[src/rtl/fcx_pkg.sv]
package fcx_pkg;
   localparam int unsigned FCX_FRAMES = 32;
   localparam int unsigned FCX_PAGE_W = 11;
   localparam int unsigned FCX_OFF_W  = 9;

   function automatic int unsigned fcx_idx_w(input int unsigned n);
      return (n > 1) ? $clog2(n) : 1;
   endfunction
endpackage

[src/rtl/fcx_match.sv]
module fcx_match #(
   parameter int unsigned NF     = 32,
   parameter int unsigned PAGE_W = 11,
   parameter int unsigned IDX_W  = 5
) (
   input  logic              clk,
   input  logic              rst_n,
   input  logic              en,
   input  logic [NF-1:0]     valid_vec,
   input  logic [PAGE_W-1:0] page_arr [NF],
   input  logic [PAGE_W-1:0] key,
   output logic              any_match,
   output logic [IDX_W-1:0]  match_idx
);
   logic [NF-1:0] match_vec;

   for (genvar f = 0; f < NF; f++) begin : g_cmp
      assign match_vec[f] = valid_vec[f] && (page_arr[f] == key);
   end

   assign any_match = |match_vec;

   always_comb begin
      match_idx = '0;
      for (int i = NF - 1; i >= 0; i--) begin
         if (match_vec[i]) match_idx = IDX_W'(i);
      end
   end


   single_match_chk: assert property (@(posedge clk) disable iff (!rst_n)
      en |-> $onehot0(match_vec));
endmodule

[src/rtl/fcx_age.sv]
module fcx_age #(
   parameter int unsigned NF    = 32,
   parameter int unsigned IDX_W = 5
) (
   input  logic             clk,
   input  logic             rst_n,
   input  logic             touch,
   input  logic [IDX_W-1:0] touch_idx,
   output logic [IDX_W-1:0] oldest_idx
);
   logic [IDX_W-1:0] age_q [NF];
   logic [IDX_W-1:0] touch_age;
   logic [NF-1:0]    oldest_vec;

   assign touch_age = age_q[touch_idx];

   always_ff @(posedge clk or negedge rst_n) begin
      if (!rst_n) begin
         for (int i = 0; i < NF; i++) age_q[i] <= IDX_W'(i);
      end else if (touch) begin
         for (int i = 0; i < NF; i++) begin
            if (touch_idx == IDX_W'(i))    age_q[i] <= '0;
            else if (age_q[i] < touch_age) age_q[i] <= age_q[i] + 1'b1;
         end
      end
   end

   for (genvar f = 0; f < NF; f++) begin : g_old
      assign oldest_vec[f] = (age_q[f] == IDX_W'(NF - 1));
   end

   always_comb begin
      logic [IDX_W-1:0] best_age;
      oldest_idx = '0;
      best_age   = age_q[0];
      for (int i = 1; i < NF; i++) begin
         if (age_q[i] > best_age) begin
            best_age   = age_q[i];
            oldest_idx = IDX_W'(i);
         end
      end
   end


   touch_recent_chk: assert property (@(posedge clk) disable iff (!rst_n)
      touch |=> (age_q[$past(touch_idx)] == '0));

   one_oldest_chk: assert property (@(posedge clk) disable iff (!rst_n)
      $countones(oldest_vec) == 1);
endmodule

[src/rtl/fcx_victim.sv]
module fcx_victim #(
   parameter int unsigned NF    = 32,
   parameter int unsigned IDX_W = 5
) (
   input  logic [NF-1:0]    valid_vec,
   input  logic [IDX_W-1:0] lru_idx,
   output logic [IDX_W-1:0] victim_idx,
   output logic             victim_free
);
   logic [IDX_W-1:0] free_idx;

   always_comb begin
      free_idx = '0;
      for (int i = NF - 1; i >= 0; i--) begin
         if (!valid_vec[i]) free_idx = IDX_W'(i);
      end
   end

   assign victim_free = ~&valid_vec;
   assign victim_idx  = victim_free ? free_idx : lru_idx;
endmodule

[src/rtl/frame_cam_xlate.sv]
module frame_cam_xlate #(
   parameter int unsigned NUM_FRAMES = fcx_pkg::FCX_FRAMES,
   parameter int unsigned PAGE_W     = fcx_pkg::FCX_PAGE_W,
   parameter int unsigned OFF_W      = fcx_pkg::FCX_OFF_W,
   localparam int unsigned IDX_W     = fcx_pkg::fcx_idx_w(NUM_FRAMES),
   localparam int unsigned PA_W      = IDX_W + OFF_W
) (
   input  logic              clk,
   input  logic              rst_n,
   input  logic              look_en,
   input  logic [PAGE_W-1:0] look_page,
   input  logic [OFF_W-1:0]  look_off,
   input  logic              inst_en,
   input  logic [IDX_W-1:0]  inst_frame,
   input  logic [PAGE_W-1:0] inst_page,
   input  logic              drop_en,
   input  logic [IDX_W-1:0]  drop_frame,
   output logic              hit,
   output logic              fault,
   output logic [IDX_W-1:0]  hit_frame,
   output logic [PA_W-1:0]   phys_addr,
   output logic [IDX_W-1:0]  victim_frame,
   output logic              victim_free
);
   if (NUM_FRAMES < 2) begin : g_bad_frames
      $error("frame_cam_xlate: NUM_FRAMES must be at least 2");
   end
   if (PAGE_W < 1 || OFF_W < 1) begin : g_bad_widths
      $error("frame_cam_xlate: PAGE_W and OFF_W must be at least 1");
   end

   logic [NUM_FRAMES-1:0] vld_q;
   logic [PAGE_W-1:0]     page_q [NUM_FRAMES];
   logic                  any_match;
   logic [IDX_W-1:0]      match_idx;
   logic                  touch;
   logic [IDX_W-1:0]      touch_idx;
   logic [IDX_W-1:0]      lru_idx;

   always_ff @(posedge clk or negedge rst_n) begin
      if (!rst_n) begin
         vld_q <= '0;
         for (int i = 0; i < NUM_FRAMES; i++) page_q[i] <= '0;
      end else begin
         for (int i = 0; i < NUM_FRAMES; i++) begin
            if (inst_en && inst_frame == IDX_W'(i)) begin
               vld_q[i]  <= 1'b1;
               page_q[i] <= inst_page;
            end else if (drop_en && drop_frame == IDX_W'(i)) begin
               vld_q[i]  <= 1'b0;
            end
         end
      end
   end

   fcx_match #(.NF(NUM_FRAMES), .PAGE_W(PAGE_W), .IDX_W(IDX_W)) i_match (
      .clk(clk), .rst_n(rst_n), .en(look_en), .valid_vec(vld_q),
      .page_arr(page_q), .key(look_page),
      .any_match(any_match), .match_idx(match_idx)
   );

   assign hit       = look_en && any_match;
   assign fault     = look_en && !any_match;
   assign hit_frame = hit ? match_idx : '0;
   assign phys_addr = hit ? {match_idx, look_off} : '0;

   assign touch     = inst_en || hit;
   assign touch_idx = inst_en ? inst_frame : match_idx;

   fcx_age #(.NF(NUM_FRAMES), .IDX_W(IDX_W)) i_age (
      .clk(clk), .rst_n(rst_n), .touch(touch), .touch_idx(touch_idx),
      .oldest_idx(lru_idx)
   );

   fcx_victim #(.NF(NUM_FRAMES), .IDX_W(IDX_W)) i_victim (
      .valid_vec(vld_q), .lru_idx(lru_idx),
      .victim_idx(victim_frame), .victim_free(victim_free)
   );


   load_install_chk: assert property (@(posedge clk) disable iff (!rst_n)
      inst_en |=> (vld_q[$past(inst_frame)] && page_q[$past(inst_frame)] == $past(inst_page)));

   inv_clear_chk: assert property (@(posedge clk) disable iff (!rst_n)
      (drop_en && !(inst_en && inst_frame == drop_frame)) |=> !vld_q[$past(drop_frame)]);

   free_victim_chk: assert property (@(posedge clk) disable iff (!rst_n)
      victim_free |-> !vld_q[victim_frame]);

   lru_victim_chk: assert property (@(posedge clk) disable iff (!rst_n)
      (hit && !inst_en && !drop_en && (&vld_q)) |=> (victim_frame != $past(hit_frame)));
endmodule

[config.mk]
export PLATFORM = sky130hd
export DESIGN_NAME = frame_cam_xlate
export DESIGN_NICKNAME = d
export VERILOG_FILES = /design/src/rtl/fcx_pkg.sv /design/src/rtl/fcx_match.sv /design/src/rtl/fcx_age.sv /design/src/rtl/fcx_victim.sv /design/src/rtl/frame_cam_xlate.sv
export SDC_FILE = /design/constraint.sdc
export NUM_CORES = 2
export LEC_CHECK = 0
export CAP_MARGIN = 20
export CORE_AREA = 4 4 297 416
export DETAILED_ROUTE_END_ITERATION = 6
export DIE_AREA = 0 0 301 420
export PLACE_DENSITY = 0.52
export SYNTH_ARGS = -nofsm -noshare
export SYNTH_HDL_FRONTEND = slang
export SYNTH_SLANG_ARGS = --single-unit
[constraint.sdc]
create_clock -name clk -period 63.2 [get_ports clk]
set_input_delay 6.32 -clock clk [delete_from_list [all_inputs] [get_ports clk]]
set_output_delay 6.32 -clock clk [all_outputs]
set_load 0.005 [all_outputs]
==> flow_summary.html <==
<table>
<tr><th>Metric</th><th>Value</th></tr>
<tr><th colspan="2">STA</th></tr>
<tr><td>RSZ-0062 raised after global routing</td><td>false</td></tr>
<tr><td>Timing-limited maximum frequency</td><td>0.0170 GHz</td></tr>
<tr><td>Share of the cycle needed by the critical path after routing</td><td>93.3%</td></tr>
<tr><td>Number of max-slew violations in the final report</td><td>0</td></tr>
<tr><td>Final Hold Vio Count</td><td>0</td></tr>
<tr><td>Post-Route Setup TNS</td><td>0 ps</td></tr>
<tr><td>Post-route clock skew</td><td>38.8 ps</td></tr>
<tr><td>Slew at the pin with the worst max-slew slack</td><td>1150 ps</td></tr>
<tr><td>Setup ws final</td><td>4250 ps</td></tr>
<tr><td>Number of endpoints failing setup at the final stage</td><td>0</td></tr>
<tr><td>Crit path time final</td><td>58,950 ps</td></tr>
<tr><td>Worst rel slew slack</td><td>23.4%</td></tr>
<tr><th colspan="2">Synthesis</th></tr>
<tr><td>Number of flip-flops and latches in the synthesized netlist</td><td>544</td></tr>
<tr><td>Ranking of synthesized cells by area</td><td>sky130_fd_sc_hd__dfrtp_1 (28%), sky130_fd_sc_hd__mux2_2 (11%), sky130_fd_sc_hd__ha_1 (9.4%), sky130_fd_sc_hd__xnor2_1 (7.3%), sky130_fd_sc_hd__dfstp_2 (5.0%)</td></tr>
<tr><td>Part of the Yosys area used for sequential elements</td><td>32.9%</td></tr>
<tr><td>Post-Syn Area per Cell</td><td>9.27 um^2</td></tr>
<tr><td>Number of flops mapped to enable cells by yosys</td><td>0</td></tr>
<tr><td>Cell taking the most area after synthesis</td><td>sky130_fd_sc_hd__dfrtp_1</td></tr>
<tr><td>Syn Inst Count</td><td>4,500</td></tr>
<tr><td>Commonest cells in the synthesized netlist</td><td>sky130_fd_sc_hd__dfrtp_1 (464), sky130_fd_sc_hd__mux2_2 (390), sky130_fd_sc_hd__xnor2_1 (350)</td></tr>
<tr><td>Post-synth top flop</td><td>sky130_fd_sc_hd__dfrtp_1</td></tr>
<tr><td>Net count after synthesis</td><td>4,861</td></tr>
<tr><td>Count of different cell masters after synthesis</td><td>107</td></tr>
<tr><td>FFs w/ async S/R, synth</td><td>100%</td></tr>
<tr><td>Count of synthesis-stage warnings from yosys</td><td>0</td></tr>
<tr><td>Portion of synthesized cell area occupied by the leading cell type</td><td>27.8%</td></tr>
<tr><td>Most common cell in the synthesized netlist</td><td>sky130_fd_sc_hd__dfrtp_1</td></tr>
<tr><td>Area of the mapped netlist</td><td>41,700 um^2</td></tr>
<tr><th colspan="2">CTS</th></tr>
<tr><td>Setup Buffers After CTS</td><td>0</td></tr>
<tr><td>CTS H-tree depth</td><td>3</td></tr>
<tr><td>Clock-pin slew of the registers on the worst-case setup and hold paths</td><td>60 ps</td></tr>
<tr><td>Post-CTS Hold Fix Bufs</td><td>0</td></tr>
<tr><td>Cell at the root of the clock tree</td><td>sky130_fd_sc_hd__clkbuf_16</td></tr>
<tr><td>Clock latency reported for the late side of the worst-skew pair</td><td>670 ps</td></tr>
<tr><td>Count of instances resized after the clock tree is built</td><td>0</td></tr>
<tr><td>Worst-case clock buffer depth</td><td>3</td></tr>
<tr><td>Number of buffers inserted during clock tree synthesis</td><td>67</td></tr>
<tr><td>TritonCTS clock tree</td><td>done</td></tr>
<tr><td>Total number of clock tree sinks</td><td>544</td></tr>
<tr><th colspan="2">Critical path</th></tr>
<tr><td>Crit path top cell by count</td><td>sky130_fd_sc_hd__ha_1</td></tr>
<tr><td>Nature of the critical path endpoint</td><td>output port</td></tr>
<tr><td>Longest individual stage delay on the worst path</td><td>610 ps</td></tr>
<tr><td>Cell type of the slowest stage on the worst timing path</td><td>sky130_fd_sc_hd__clkdlybuf4s50_1</td></tr>
<tr><td>Crit Path Max Fanout</td><td>16</td></tr>
<tr><td>Startpoint Class</td><td>register</td></tr>
<tr><td>Crit path DAT</td><td>52,630 ps</td></tr>
<tr><td>WP data required</td><td>56,880 ps</td></tr>
<tr><td>Crit Path Category</td><td>register to output port</td></tr>
<tr><th colspan="2">Floorplan</th></tr>
<tr><td>Number of core rows</td><td>150</td></tr>
<tr><td>Io pins</td><td>73</td></tr>
<tr><td>Area of the core region</td><td>119,000 um^2</td></tr>
<tr><td>Starting utilization of the core area</td><td>34.9%</td></tr>
<tr><td>DIE AREA</td><td>126,000 um^2</td></tr>
<tr><td>Die height</td><td>420 um</td></tr>
<tr><td>Die width</td><td>301 um</td></tr>
<tr><th colspan="2">GRT</th></tr>
<tr><td>Met2 track utilization from global routing</td><td>41.8%</td></tr>
<tr><td>Grt met1 use</td><td>27.3%</td></tr>
<tr><td>Number of global-route vias before repair</td><td>36,000</td></tr>
<tr><td>Maximum number of pins on one net before global-route repair</td><td>93</td></tr>
<tr><td>Total track usage</td><td>23.6%</td></tr>
<tr><td>Global-route wire length before repair</td><td>227 mm</td></tr>
<tr><td>Busiest layer in global routing</td><td>met2</td></tr>
<tr><td>Number of antenna violations at the first check in global routing</td><td>10</td></tr>
<tr><td>Met3 Track Usage GR</td><td>3.00%</td></tr>
<tr><td>Aggregate global routing overflow</td><td>0</td></tr>
<tr><th colspan="2">Finish</th></tr>
<tr><td>Layout cell share with drive strength beyond 1</td><td>16.8%</td></tr>
<tr><td>Layout net count</td><td>4,836</td></tr>
<tr><td>Syn-to-layout area delta</td><td>10.5%</td></tr>
<tr><th colspan="2">Hold path</th></tr>
<tr><td>Hold Path Class</td><td>register to register</td></tr>
<tr><th colspan="2">Detailed routing</th></tr>
<tr><td>Routed length per instance</td><td>24.7 um</td></tr>
<tr><td>Detailed-router iteration count before antenna repair</td><td>5</td></tr>
<tr><td>Via total after detailed routing</td><td>35,900</td></tr>
<tr><td>Antenna-violating nets left</td><td>0</td></tr>
<tr><td>Post-route DRC violation count</td><td>0</td></tr>
<tr><td>Vias per cell</td><td>5.86</td></tr>
<tr><td>Final wirelength</td><td>151 mm</td></tr>
<tr><td>Iter 0 DRT Violations</td><td>2,261</td></tr>
<tr><th colspan="2">Job</th></tr>
<tr><td>Max Cap Violations</td><td>0</td></tr>
<tr><th colspan="2">Place</th></tr>
<tr><td>Port Buf Inserts</td><td>72</td></tr>
<tr><td>Detailed placement HPWL</td><td>105 mm</td></tr>
<tr><td>Placer congestion estimate</td><td>0.941</td></tr>
<tr><td>Worst slack, placed</td><td>1540 ps</td></tr>
<tr><th colspan="2">Status</th></tr>
<tr><td>Outcome</td><td>complete, no violations</td></tr>
</table>
==> cell type report <==
cell class,count,area (um^2)
diodes,4,10.0
fillers,12200,73300
repair buffers,135,1090
clock inverters,25,409
well taps,1596,2000
flip-flops and latches,544,13700
multi-input cells,3539,26300
clock buffers,96,1910
inverters,188,706
==> metal layers <==
layer,vias to the layer above,part of all wire (%)
li1,16600,-
met1,17900,40
met2,1061,49
met3,362,4.7
met4,2,6.2
met5,-,0.0086
==> flip-flops by register name (all words and copies together) (netlist names) <==
signal / flops
vld_q: 32
page_q: 352
i_age.age_q: 160
==> cell usage in the layout (no fill, tap or decap), types with 187 or more instances in the layout <==
| master | Yosys | final |
|---|---|---|
| sky130_fd_sc_hd__nand2_1 | 321 | 320 |
| sky130_fd_sc_hd__nand4_1 | 245 | 245 |
| sky130_fd_sc_hd__dfrtp_1 | 464 | 464 |
| sky130_fd_sc_hd__nor2_1 | 234 | 229 |
| sky130_fd_sc_hd__mux2_2 | 390 | 390 |
| sky130_fd_sc_hd__a21oi_1 | 262 | 256 |
| sky130_fd_sc_hd__o21ai_0 | 201 | 191 |
| sky130_fd_sc_hd__ha_1 | 315 | 315 |
| sky130_fd_sc_hd__inv_1 | 187 | 187 |
| sky130_fd_sc_hd__xnor2_1 | 350 | 350 |
==> path summary, 6_finish.rpt <==
kind | end | slack, ps | from | depth (start not counted)
hold / removal | page_q[30] | 520 | page_q[30] | 1
hold reg to reg | page_q[30] | 520 | page_q[30] | 1
max in group asynchronous | i_age.age_q[67] | 54690 | rst_n | 4
setup / recovery | victim_frame[3] | 4250 | i_age.age_q[157] | 236
min in group asynchronous | page_q[69] | 5670 | rst_n | 1
setup reg to reg | i_age.age_q[94] | 55360 | page_q[19] | 25
==> stage by stage <==
step | util (%) | hold slack (ps) | cell area, um^2 | instances
after CTS | 38.5 | 528 | 46000 | 6122
after global routing | 38.6 | 532 | 46100 | 6125
final | 38.6 | 522 | 46100 | 6127
after global placement | 36.6 | 508 | 43700 | 6000
after detailed placement | 36.6 | 515 | 43700 | 6001
after floorplan | - | 485 | 41700 | 4500
==> cells by family after synthesis <==
logic type	share of synthesized area (%)
flip-flops	32.9
AND/OR/NAND/NOR	16.4
adder cells (fa/ha/maj)	9.45
XOR/XNOR	7.45
multiplexers	11.9
AO/OA/AOI/OAI	17.2
buffers and inverters	4.62
==> critical path, delay by kind of cell, from the launching register on <==
family                   cells  cell delay (ps)
AO/OA/AOI/OAI              118            27350
AND/OR/NAND/NOR             64            10880
adder cells (fa/ha/maj)     31             8770
buffers and inverters       16             2240
multiplexers                 7             2230
flip-flops                   1              450
Power is not shown: default switching activity piles up to over one toggle a cycle in this logic, so the estimate is an artifact.
